File: src/rtl/fpcmp_pkg.sv
package fpcmp_pkg;

  localparam int DATA_W  = 64;
  localparam int MAG_W   = DATA_W - 1;
  localparam int NUM_FMT = 3;

  // exponent and fraction widths, indexed by format code
  localparam int EXP_W_TBL [NUM_FMT] = '{5, 8, 11};
  localparam int MAN_W_TBL [NUM_FMT] = '{10, 23, 52};

  typedef enum logic [1:0] {
    FMT_HALF   = 2'd0,
    FMT_SINGLE = 2'd1,
    FMT_DOUBLE = 2'd2,
    FMT_ALT_D  = 2'd3
  } fmt_e;

  typedef enum logic [1:0] {
    REL_EQ = 2'd0,
    REL_LT = 2'd1,
    REL_GT = 2'd2,
    REL_UN = 2'd3
  } rel_e;

  typedef enum logic [1:0] {
    TST_EQ    = 2'd0,
    TST_GE    = 2'd1,
    TST_GT    = 2'd2,
    TST_NEVER = 2'd3
  } tst_e;

  typedef struct packed {
    logic             sign;
    logic             nan;
    logic             snan;
    logic             zero;
    logic [MAG_W-1:0] mag;
  } opnd_t;

endpackage

File: src/rtl/fpcmp_unpack.sv
module fpcmp_unpack
  import fpcmp_pkg::*;
#(
  parameter int EXP_W = 8,
  parameter int MAN_W = 23,
  localparam int TOT_W = EXP_W + MAN_W + 1
) (
  input  logic [TOT_W-1:0] raw,
  input  logic             abs_en,
  output opnd_t            fields
);
  logic [EXP_W-1:0] exp_f;
  logic [MAN_W-1:0] man_f;

  assign exp_f = raw[MAN_W +: EXP_W];
  assign man_f = raw[MAN_W-1:0];

  always_comb begin
    fields      = '0;
    fields.sign = raw[TOT_W-1] & ~abs_en;
    fields.nan  = (&exp_f) & (|man_f);
    fields.snan = (&exp_f) & (|man_f) & ~man_f[MAN_W-1];
    fields.zero = ~(|exp_f) & ~(|man_f);
    fields.mag  = MAG_W'({exp_f, man_f});
  end
endmodule

File: src/rtl/fpcmp_classify.sv
module fpcmp_classify
  import fpcmp_pkg::*;
(
  input  logic [DATA_W-1:0] raw,
  input  fmt_e              fmt,
  input  logic              abs_en,
  output opnd_t             fields
);
  opnd_t per_fmt [NUM_FMT];

  for (genvar g = 0; g < NUM_FMT; g++) begin : g_fmt
    localparam int EW = EXP_W_TBL[g];
    localparam int MW = MAN_W_TBL[g];
    fpcmp_unpack #(.EXP_W(EW), .MAN_W(MW)) u_unpack (
      .raw    (raw[EW+MW:0]),
      .abs_en (abs_en),
      .fields (per_fmt[g])
    );
  end

  always_comb begin
    unique case (fmt)
      FMT_HALF:   fields = per_fmt[0];
      FMT_SINGLE: fields = per_fmt[1];
      default:    fields = per_fmt[2];
    endcase
  end
endmodule

File: src/rtl/fpcmp_relate.sv
module fpcmp_relate
  import fpcmp_pkg::*;
(
  input  opnd_t a,
  input  opnd_t b,
  input  logic  sig_mode,
  output rel_e  rel,
  output logic  invalid
);
  logic mag_lt, mag_eq;

  assign mag_lt = a.mag < b.mag;
  assign mag_eq = a.mag == b.mag;

  always_comb begin
    if (a.nan || b.nan)          rel = REL_UN;
    else if (a.zero && b.zero)   rel = REL_EQ;
    else if (a.sign != b.sign)   rel = a.sign ? REL_LT : REL_GT;
    else if (mag_eq)             rel = REL_EQ;
    else if (a.sign)             rel = mag_lt ? REL_GT : REL_LT;
    else                         rel = mag_lt ? REL_LT : REL_GT;
  end

  assign invalid = sig_mode ? (a.nan | b.nan) : (a.snan | b.snan);
endmodule

File: src/rtl/fpcmp_encode.sv
module fpcmp_encode
  import fpcmp_pkg::*;
(
  input  rel_e              rel,
  input  tst_e              tst,
  input  fmt_e              fmt,
  output logic [3:0]        flags,
  output logic [DATA_W-1:0] mask
);
  logic             hit;
  logic [DATA_W-1:0] lane_ones;

  always_comb begin
    unique case (rel)
      REL_EQ:  flags = 4'b0110;
      REL_LT:  flags = 4'b1000;
      REL_GT:  flags = 4'b0010;
      default: flags = 4'b0011;
    endcase
  end

  always_comb begin
    unique case (tst)
      TST_EQ:  hit = (rel == REL_EQ);
      TST_GE:  hit = (rel == REL_EQ) || (rel == REL_GT);
      TST_GT:  hit = (rel == REL_GT);
      default: hit = 1'b0;
    endcase
  end

  always_comb begin
    lane_ones = '0;
    unique case (fmt)
      FMT_HALF:   lane_ones[(1 + EXP_W_TBL[0] + MAN_W_TBL[0])-1:0] = '1;
      FMT_SINGLE: lane_ones[(1 + EXP_W_TBL[1] + MAN_W_TBL[1])-1:0] = '1;
      default:    lane_ones = '1;
    endcase
  end

  assign mask = hit ? lane_ones : '0;
endmodule

File: src/rtl/fpcmp_flags.sv
module fpcmp_flags
  import fpcmp_pkg::*;
(
  input  logic              clk,
  input  logic              rst_n,
  input  logic              in_valid,
  output logic              in_ready,
  input  logic [1:0]        fmt,
  input  logic              sig_mode,
  input  logic              abs_mode,
  input  logic [1:0]        test_sel,
  input  logic [DATA_W-1:0] op_a,
  input  logic [DATA_W-1:0] op_b,
  output logic              out_valid,
  input  logic              out_ready,
  output logic [3:0]        out_flags,
  output logic [DATA_W-1:0] out_mask,
  output logic              out_invalid
);
  fmt_e              fmt_q;
  tst_e              tst_q;
  opnd_t             fa, fb;
  rel_e              rel;
  logic              inv_c;
  logic [3:0]        flags_c;
  logic [DATA_W-1:0] mask_c;
  logic              take;

  assign fmt_q = fmt_e'(fmt);
  assign tst_q = tst_e'(test_sel);

  fpcmp_classify u_cls_a (.raw(op_a), .fmt(fmt_q), .abs_en(abs_mode), .fields(fa));
  fpcmp_classify u_cls_b (.raw(op_b), .fmt(fmt_q), .abs_en(abs_mode), .fields(fb));

  fpcmp_relate u_rel (
    .a(fa), .b(fb), .sig_mode(sig_mode), .rel(rel), .invalid(inv_c)
  );

  fpcmp_encode u_enc (
    .rel(rel), .tst(tst_q), .fmt(fmt_q), .flags(flags_c), .mask(mask_c)
  );

  assign in_ready = ~out_valid | out_ready;
  assign take     = in_valid & in_ready;

  always_ff @(posedge clk or negedge rst_n) begin
    if (!rst_n) begin
      out_valid   <= 1'b0;
      out_flags   <= '0;
      out_mask    <= '0;
      out_invalid <= 1'b0;
    end else if (take) begin
      out_valid   <= 1'b1;
      out_flags   <= flags_c;
      out_mask    <= mask_c;
      out_invalid <= inv_c;
    end else if (out_ready) begin
      out_valid   <= 1'b0;
    end
  end
endmodule

File: config.mk
export PLATFORM = sky130hd
export DESIGN_NAME = fpcmp_flags
export DESIGN_NICKNAME = d
export VERILOG_FILES = /design/src/rtl/fpcmp_pkg.sv /design/src/rtl/fpcmp_unpack.sv /design/src/rtl/fpcmp_classify.sv /design/src/rtl/fpcmp_relate.sv /design/src/rtl/fpcmp_encode.sv /design/src/rtl/fpcmp_flags.sv
export SDC_FILE = /design/constraint.sdc
export NUM_CORES = 1
export LEC_CHECK = 0
export ABC_AREA = 0
export BUFFER_PORTS_ARGS = -buffer_cell sky130_fd_sc_hd__buf_2
export CAP_MARGIN = 10
export CORE_ASPECT_RATIO = 0.9
export CORE_MARGIN = 3
export CORE_UTILIZATION = 49
export DETAILED_ROUTE_END_ITERATION = 7
export GPL_TIMING_DRIVEN = 0
export PLACE_DENSITY = 0.86
export RECOVER_POWER = 100
export SETUP_SLACK_MARGIN = 0.5
export SLEW_MARGIN = 10
export SYNTH_ARGS = -nofsm -noshare
export SYNTH_HDL_FRONTEND = slang
export SYNTH_SLANG_ARGS = --single-unit
File: constraint.sdc
create_clock -name clk -period 2.3 [get_ports clk]
set_input_delay 0.345 -clock clk [delete_from_list [all_inputs] [get_ports clk]]
set_output_delay 0.345 -clock clk [all_outputs]
set_load 0.01 [all_outputs]
* After elaboration in Yosys (flattened, before gate mapping)
Cells that the tools add are included.
** Word-level totals
- Bits in registers :: 70
** Cells by class
- Reduce and logical (&&, ||, !) cells :: 26
- $lt $le $gt $ge :: 1
- Eq/ne operators :: 7
- Mux-type cells :: 18
- Bitwise gates (word level) :: 48
** Operator list (count)
- $pmux 67 s2 :: 2
- $reduce_or 52->1 :: 2
- $mux 64 :: 1
- $eq 63x63->1 :: 1
- $lt 63x63->1 :: 1
- $reduce_or 23->1 :: 2
- $mux 32 :: 1
- $and 1x1->1 :: 25
- $reduce_and 11->1 :: 2
- $reduce_or 11->1 :: 2
- $not 1->1 :: 20
- $reduce_or 10->1 :: 2
- $mux 16 :: 1
- $mux 2 :: 8
- $reduce_and 8->1 :: 2
- $reduce_or 8->1 :: 2
- $pmux 4 s3 :: 1
- $reduce_and 5->1 :: 2
- $reduce_or 5->1 :: 2
- $eq 2x1->1 const B :: 3
- $logic_not 2->1 :: 3
- $eq 2x2->1 const B :: 2
- $mux 1 :: 3
- $or 1x1->1 :: 3
- 6 further kinds :: 7

* Longest topological paths before layout
Gate-level depths: netlist of run 1.
- Word-level depth :: 15
- Mapped depth :: 15
- Gate-level depth less buffers :: 12

* Cells and area by module
Synthesis of run 1 repeated with hierarchy kept, for this count alone.
** Unflattened totals
- Cell total of the unflattened synthesis :: 1407
- Area, all modules :: 11417.2 um2
** By module, submodules not included
- fpcmp_classify :: times used 2, cells each 224, area each 1433.9 um2, seq. area each 0.0 um2
- fpcmp_flags :: times used 1, cells each 149, area each 2645.0 um2, seq. area each 1751.7 um2
- fpcmp_relate :: times used 1, cells each 242, area each 1725.4 um2, seq. area each 0.0 um2
- fpcmp_unpack at u_cls_a.g_fmt[2].u_unpack ... :: times used 2, cells each 93, area each 669.4 um2, seq. area each 0.0 um2
- fpcmp_unpack at u_cls_a.g_fmt[1].u_unpack ... :: times used 2, cells each 80, area each 590.6 um2, seq. area each 0.0 um2
- fpcmp_unpack at u_cls_a.g_fmt[0].u_unpack ... :: times used 2, cells each 75, area each 558.0 um2, seq. area each 0.0 um2
- fpcmp_encode :: times used 1, cells each 72, area each 543.0 um2, seq. area each 0.0 um2

* Least setup slack after synthesis of run 1
No wires, ideal clock.
- Path type :: input to register
- Start :: input port fmt[1]
- End :: register out_mask[62]
- Setup time :: 0.122 ns
- Setup slack :: -1.221 ns
- Arrival time :: 3.400 ns
- Stages on the path :: 14
- Data required time :: 2.178 ns
- Cells stage by stage :: buf_2 -> or2_2 -> clkbuf_1 -> clkbuf_1 -> and2_1 -> ha_1 -> nand4_2 -> or4_1 -> a21oi_2 -> o211ai_2 -> a2111oi_4 -> o31ai_2 -> xor2_1 -> a32o_2
** On the way
- Word-level cells in the longest chain between the ends :: 13
- Elaborated cells on any way between the ends :: 24
** RTL lines
- from (decl) :: line fpcmp_flags.sv:8 : input logic [1:0] fmt,
- $eq 2x1->1 / $logic_not 2->1 (equally long branches) :: line fpcmp_classify.sv:22, fpcmp_encode.sv:33
- $pmux 67 s2 :: line fpcmp_classify.sv:22 : unique case (fmt)
- $lt 63x63->1 :: line fpcmp_relate.sv:12 : assign mag_lt = a.mag < b.mag;
- $mux 2 (on tied branches) :: line fpcmp_relate.sv:21, fpcmp_relate.sv:20
- $mux 2 :: line fpcmp_relate.sv:20 : else if (a.sign) rel = mag_lt ? REL_GT : REL_LT;
- $mux 2 :: line fpcmp_relate.sv:19 : else if (mag_eq) rel = REL_EQ;
- $mux 2 :: line fpcmp_relate.sv:18 : else if (a.sign != b.sign) rel = a.sign ? REL_LT : REL_GT;
- $mux 2 :: line fpcmp_relate.sv:17 : else if (a.zero && b.zero) rel = REL_EQ;
- $mux 2 :: line fpcmp_relate.sv:16 : if (a.nan || b.nan) rel = REL_UN;
- $eq 2x2->1 / $logic_not 2->1 (equally long branches) :: line fpcmp_encode.sv:25, fpcmp_encode.sv:26, fpcmp_encode.sv:24
- $logic_or 1x1->1 :: line fpcmp_encode.sv:25 : TST_GE: hit = (rel == REL_EQ) || (rel == REL_GT);
- $pmux 1 s3 :: line fpcmp_encode.sv:23 : unique case (tst)
- $mux 64 * :: line fpcmp_encode.sv:40 : assign mask = hit ? lane_ones : '0;
- to (signal assigned) :: line fpcmp_flags.sv:55 : out_mask <= mask_c;
- to (decl) :: line fpcmp_flags.sv:17 : output logic [DATA_W-1:0] out_mask,
Every way passes the cells marked *; elsewhere a longest branch is shown, timed or not.
A chain may end at the register's enable or synchronous reset.

* Worst setup path in the final report of run 1
- Start :: input port fmt[1]
- End :: register out_mask[31]
** On the way
- Word-level cells in the longest chain between the ends :: 13
- Elaborated cells on any way between the ends :: 23
** RTL lines (line)
- $eq 2x1->1 / $logic_not 2->1 (equally long branches) :: fpcmp_classify.sv:22, fpcmp_encode.sv:33
- $pmux 67 s2 :: fpcmp_classify.sv:22
- $lt 63x63->1 :: fpcmp_relate.sv:12
- $mux 2 (on tied branches) :: fpcmp_relate.sv:21, fpcmp_relate.sv:20
- $mux 2 :: fpcmp_relate.sv:20
- $mux 2 :: fpcmp_relate.sv:19
- $mux 2 :: fpcmp_relate.sv:18
- $mux 2 :: fpcmp_relate.sv:17
- $mux 2 :: fpcmp_relate.sv:16
- $eq 2x2->1 / $logic_not 2->1 (equally long branches) :: fpcmp_encode.sv:25, fpcmp_encode.sv:26, fpcmp_encode.sv:24
- $logic_or 1x1->1 :: fpcmp_encode.sv:25
- $pmux 1 s3 :: fpcmp_encode.sv:23
- $mux 64 * :: fpcmp_encode.sv:40
Marked as above.

==> impl_metrics.yaml, run 1 <==
yosys:
  syn_area_um2: 3481
  async_reset_ff_share_pct: 100.0
  synth.top_cell.area_share_pct: 22.65
  ys_seq_area_share_pct: 6.470
  ys_ff_latch: 9
  syn_nets: 696
  avgSynthCellArea_um2: 7.032
  synthFlopType: "dfrtp_1"
  synth_common_cells: "nand2_1, ha_1, buf_4"
  synth.distinct_cells: 54
  netlist_top_cells_area: "ha_1, buf_4, and2_1"
  synth.most_common_cell: "nand2_1"
  synth_edf_count: 0
  postSynthCellCount: 495
  synth_top_area_cell: "ha_1"
  ys.warnings.count: 0
timing:
  drv_slew: 0
  rsz0062_at_grt: "yes"
  setup_viol: 6
  tightestPinTransition_ns: 0.9001
  fin_ws_ns: -0.9984
  finalHoldViolations: 0
  max_freq_mhz: 303.2
  fin_crit_sh_pct: 143.4
  skew_ns: 0.007972
  maxSlewHeadroom_pct: 39.99
  period_minus_slack_ns: 3.298
critical_path:
  r2r_slack_ns: 0.94
  required_ns: 2.43
  r2r_cells: 5
  cp_cell_sequence: "buf_8 > buf_6 > or2_4 > buf_8 > clkbuf_16 > and2_4 > ha_4 > nand4_1 > or4_4 > a21oi_4 > o211ai_2 > a2111oi_4 > o31ai_2 > xor2_1 > a32o_2"
  critPathArrivalTime_ns: 3.43
  path_max_fanout: 8
  critPathCaptureType: "flip-flop"
  slowest_stage: "or4_4"
  start_kind: "input pin"
  cpMostUsedCell: "buf_8"
  crit_type: "in2reg"
  r2r_end: "out_mask[31]$_DFFE_PN0P_"
  r2r_start: "out_valid$_DFFE_PN0P_"
  slowest_delay_ns: 0.59
clock_network:
  path_clk_slew_ns: 0.05
  cts_buffers: 3
  cts_tree: "done"
  clockBufferDepth: 2
  clk_latency_ns: 0.24
  cts-root-buf: "clkbuf_8"
  htreeDepth: 1
  cts_sinks: 9
placement:
  pre_cts_slack_ns: -1.611
  place_congestion: 0.9803
  post-dp-hpwl_mm: 10.46
  port_buffers: 207
min_path:
  worstHoldStart: "in_valid"
  min_delay_path_depth: 2
  hold_end: "out_valid$_DFFE_PN0P_"
  hold_path.class: "in2reg"
route:
  drc_errors: 0
  drtIter0Drc: 213
  vias_per_cell: 5.544
  drt_pass1_iterations: 5
  wl_per_cell_um: 15.82
  antenna_left: 0
  wl_mm: 12.91
  num_vias: 4524
floorplan:
  die_area_um2: 8152
  ios: 209
  core_area_um2: 6726
  initial_utilization_pct: 51.75
  fp-row-count: 28
  die_w_um: 94.84
  die_y_um: 85.96
finish:
  syn_to_final_growth_pct: 50.90
  nets: 928
  drive_gt1_share_pct: 47.93
  utilization_pct: 78.09
  fill_cells: 516
  antenna_cells: 0
global_routing:
  met2_usage_pct: 52.62
  grt_use_met1_pct: 35.96
  top_usage_layer: "met2"
  track_usage_pct: 28.98
  use_met3_pct: 3.772
  grt_max_degree: 34
  grt_antenna_before_repair: 0
  grt-ovfl-total: 0
  grt_pass1_vias: 4270
  grt_pass1_wl_mm: 19.46
power_and_ir_drop:
  max-vdd-ir-drop_v: 0.0002351
  power.leakage_nw: 2.733
  power.total_w: 0.001733
  cellPowerDensity_nw_per_um2: 329.9
outcome:
  status: "finished, violations left"
  failed_checks: "setup timing"
flow_run:
  maxCapViolations: 0
## metal layers
metal / vias up / share of wire (%)
met4: 0 / 2.4
met1: 2040 / 39
met5: - / 0
li1: 2214 / -
met3: 33 / 8.9
met2: 237 / 50
## worst max-delay path, delay by kind of cell
family,cells,cell delay [ns]
buffers and inverters,4,0.50
AND/OR/NAND/NOR,4,1.08
AO/OA/AOI/OAI,5,1.04
adder cells (fa/ha/maj),1,0.26
XOR/XNOR,1,0.19
## worst max path at each step
stage / startpoint / endpoint / slack, ns
2_1_floorplan: fmt[0] / out_mask[62]$_DFFE_PN0P_ / -0.95
3_3_place_gp: fmt[1] / out_mask[31]$_DFFE_PN0P_ / -1.60
3_5_place_dp: fmt[1] / out_mask[31]$_DFFE_PN0P_ / -1.61
4_1_cts: fmt[1] / out_mask[31]$_DFFE_PN0P_ / -1.00
5_1_grt: fmt[1] / out_mask[31]$_DFFE_PN0P_ / -1.10
6_report: fmt[1] / out_mask[31]$_DFFE_PN0P_ / -1.0
## timing repair
action	in CTS	in global routing
hold endpoints to repair	9	0
gates resized for setup	29	39
hold buffers	1	0
pin swaps	24	18
setup buffers	9	8
setup endpoints to repair	40	40
gates cloned	2	0
## cell families after synthesis
group	after synthesis	synth area share, %
and+or+nand+nor	245	37.38
buffers and inverters	95	16.89
AOI/OAI and AO/OA	79	15.53
adders and majority gates	63	22.65
DFF	9	6.470
xor gates and xnor gates	2	0.5033
muxes	2	0.5751
## power by group
part / switching, W / internal [W] / total (W)
combinational: 0.000621 / 0.000687 / 0.00131
clock: 0.0000688 / 0.000119 / 0.000187
sequential: 0.0000550 / 0.000183 / 0.000238
total: 0.000745 / 0.000988 / 0.00173
## cells in the final DEF, fill, tap and decap left out, drive strengths merged, types with 2 or more instances in the layout
cell type	netlist	final
or4	2	2
nand3b	2	2
a211oi	3	3
nand4	33	33
nand3	10	10
o21a	2	2
nor4b	2	2
a21oi	28	28
nor4	32	32
nor2	17	17
buf	63	221
o31ai	3	3
or3	2	2
clkbuf	12	83
nand2	75	75
nand2b	4	4
a221oi	4	4
inv	20	20
o21ai	19	19
or2	2	2
nor3	11	11
a21o	5	5
mux2i	2	2
and2	49	49
ha	63	63
dfrtp	9	9
a32o	2	2
## area by class of cell
class / instances / area (um2) / share of cell area (%)
tap: 90 / 112.6 / 2.144
clock buffer: 3 / 41.29 / 0.7861
timing repair buffer: 227 / 1192 / 22.70
sequential: 9 / 225.2 / 4.288
multi-input combinational: 391 / 2995 / 57.03
inverter: 20 / 75.07 / 1.429
buffer: 75 / 605.6 / 11.53
clock inverter: 1 / 5.005 / 0.09528
## flip-flops by register name, summed over array words and instances, names as in the netlist
signal,count
out_flags,4
out_mask,3
out_invalid,1
out_valid,1
## per-stage QoR
stage               instance area, um2  hold WS [ns]  TNS (ns)  instances
CTS                               5079        0.3277    -5.365        808
floorplan                         3630       0.04941    -5.241        495
finish                            5253        0.3379    -5.447        816
detailed placement                4778        0.2031    -9.155        792
global placement                  4778        0.1983    -9.038        792
global route                      5253        0.3493    -6.067        816
Power figures use the tool's default switching activity.
==> inputs of run 2 (changes only) <==
--- a/config.mk
+++ b/config.mk
@@ -6,10 +6,10 @@
 export NUM_CORES = 1
 export LEC_CHECK = 0
 export ABC_AREA = 0
-export BUFFER_PORTS_ARGS = -buffer_cell sky130_fd_sc_hd__buf_2
+export BUFFER_PORTS_ARGS = -buffer_cell sky130_fd_sc_hd__clkbuf_2
 export CAP_MARGIN = 10
 export CORE_ASPECT_RATIO = 0.9
-export CORE_MARGIN = 3
+export CORE_MARGIN = 2
 export CORE_UTILIZATION = 49
 export DETAILED_ROUTE_END_ITERATION = 7
 export GPL_TIMING_DRIVEN = 0
==> impl_metrics.yaml, run 2 (synthesized netlist as in run 1, its figures left out) <==
outcome:
  status: "finished, violations left"
  failed_checks: "setup timing"
route:
  vias_per_cell: 5.594
  num_vias: 4565
  wl_mm: 12.70
  drtIter0Drc: 229
  drc_errors: 0
  drt_pass1_iterations: 7
  wl_per_cell_um: 15.56
  antenna_left: 0
power_and_ir_drop:
  cellPowerDensity_nw_per_um2: 328.1
  p_int_w: 0.0009802
  power.total_w: 0.001731
  p_comb_share_pct: 75.9
  power_switching_w: 0.0007505
  power.leakage_nw: 2.717
  max-vdd-ir-drop_v: 0.0002238
  p_clk_share_pct: 10.5
  seqPwrFrac_pct: 13.7
  p_sw_share_pct: 43.36
floorplan:
  core_area_um2: 6967
  die_y_um: 83.96
  die_w_um: 92.84
  fp-row-count: 29
  ios: 209
  initial_utilization_pct: 49.96
  die_area_um2: 7795
clock_network:
  clk_latency_ns: 0.23
  cts_tree: "done"
  cts_buffers: 3
  cts_sinks: 9
  cts-root-buf: "clkbuf_8"
  clockBufferDepth: 2
  path_clk_slew_ns: 0.05
  htreeDepth: 1
global_routing:
  grt_pass1_wl_mm: 19.95
  grt_pass1_vias: 4446
  grt-ovfl-total: 0
  grt_antenna_before_repair: 0
  grt_max_degree: 34
  track_usage_pct: 30.67
finish:
  syn_to_final_growth_pct: 51.55
  drive_gt1_share_pct: 47.72
  largest_reg_flops: 4
  layout_common_cells: "clkbuf_2, nand2_1, clkbuf_4"
  fill_cells: 554
  nets: 925
  antenna_cells: 0
  mostFrequentLayoutCell: "clkbuf_2"
  largestRegisters: "out_flags: 4 flops, out_mask: 3 flops"
  top_register: "out_flags"
  utilization_pct: 75.72
critical_path:
  critPathCaptureType: "flip-flop"
  r2r_end: "out_mask[31]$_DFFE_PN0P_"
  crit_type: "in2reg"
  start_kind: "input pin"
  r2r_start: "out_valid$_DFFE_PN0P_"
  critPathArrivalTime_ns: 3.40
  r2r_slack_ns: 0.96
  required_ns: 2.42
  path_max_fanout: 8
  r2r_cells: 5
timing:
  drv_slew: 0
  tns_ns: -5.327
  fin_crit_sh_pct: 142.7
  tightestPinTransition_ns: 0.4935
  setup_viol: 6
  rsz0062_at_grt: "yes"
  fin_ws_ns: -0.9816
  period_minus_slack_ns: 3.282
  finalHoldViolations: 0
  max_freq_mhz: 304.7
  maxSlewHeadroom_pct: 67.10
  skew_ns: 0.001272
placement:
  place_congestion: 0.9504
  port_buffers: 207
  post-dp-hpwl_mm: 10.20
min_path:
  hold_path.class: "in2reg"
  worstHoldStart: "in_valid"
  hold_end: "out_valid$_DFFE_PN0P_"
  min_delay_path_depth: 2
flow_run:
  maxCapViolations: 0
## run 2: how the worst max path moves through the flow
stage            from                       end  slack (ns)  cells past startpoint
2_1_floorplan  fmt[0]  out_mask[62]$_DFFE_PN0P_       -0.95                     14
3_3_place_gp   fmt[1]  out_mask[62]$_DFFE_PN0P_       -1.61                     14
3_5_place_dp   fmt[1]  out_mask[31]$_DFFE_PN0P_       -1.67                     14
4_1_cts        fmt[1]  out_mask[31]$_DFFE_PN0P_       -1.03                     15
5_1_grt        fmt[1]  out_mask[31]$_DFFE_PN0P_       -1.02                     15
6_report       fmt[1]  out_mask[31]$_DFFE_PN0P_       -0.98                     15
## run 2: critical path: stages
cell,delay (ns)
buf_8,0.10
buf_6,0.11
or2_4,0.23
buf_8,0.14
clkbuf_8,0.14
and2_1,0.15
ha_1,0.28
nand4_1,0.11
or4_4,0.57
a21oi_4,0.17
o211ai_4,0.12
a2111oi_4,0.36
o31ai_2,0.11
xor2_1,0.20
a32o_2,0.26
## run 2: routing by layer
metal | routed length (um) | track usage [%]
met4 | 402 | 10.03
met2 | 6252 | 55.53
met1 | 5044 | 36.57
met5 | 0 | 0
met3 | 1001 | 4.788
## run 2: layout make-up
cell class	count	area, um2	area share, %
inverters	20	75.07	1.423
plain buffers	75	584.3	11.08
clock buffers	4	45.04	0.8539
repair buffers	224	1174	22.25
flip-flops and latches	9	226.5	4.293
multi-input cells	391	3054	57.90
well taps	93	116.4	2.206
## run 2: repair_timing
action,4_1_cts,5_1_grt
gates resized for setup,35,32
pin swaps,23,19
cloned,2,0
hold buffers,1,0
endpoints found under the setup margin,39,40
buffers inserted,8,6
endpoints found under the hold margin,9,0
## run 2: stage by stage
step	cells	hold WS (ns)	instance area, um2	setup WS (ns)
after floorplan	495	0.04941	3630	-0.9483
after detailed placement	795	0.2137	4782	-1.672
after global routing	816	0.3490	5275	-1.018
after global placement	795	0.2060	4782	-1.612
final	816	0.3426	5275	-0.9816
after CTS	810	0.3383	5112	-1.028
## run 2: power by group through the flow
| stage | registers, W | logic (W) | clock network [W] |
|---|---|---|---|
| 2_1_floorplan | 0.000244 | 0.000738 | 0 |
| 3_3_place_gp | 0.000241 | 0.00118 | 0 |
| 3_5_place_dp | 0.000245 | 0.00122 | 0 |
| 4_1_cts | 0.000242 | 0.00129 | 0.000184 |
| 5_1_grt | 0.000247 | 0.00143 | 0.000195 |
| 6_report | 0.000237 | 0.00131 | 0.000181 |
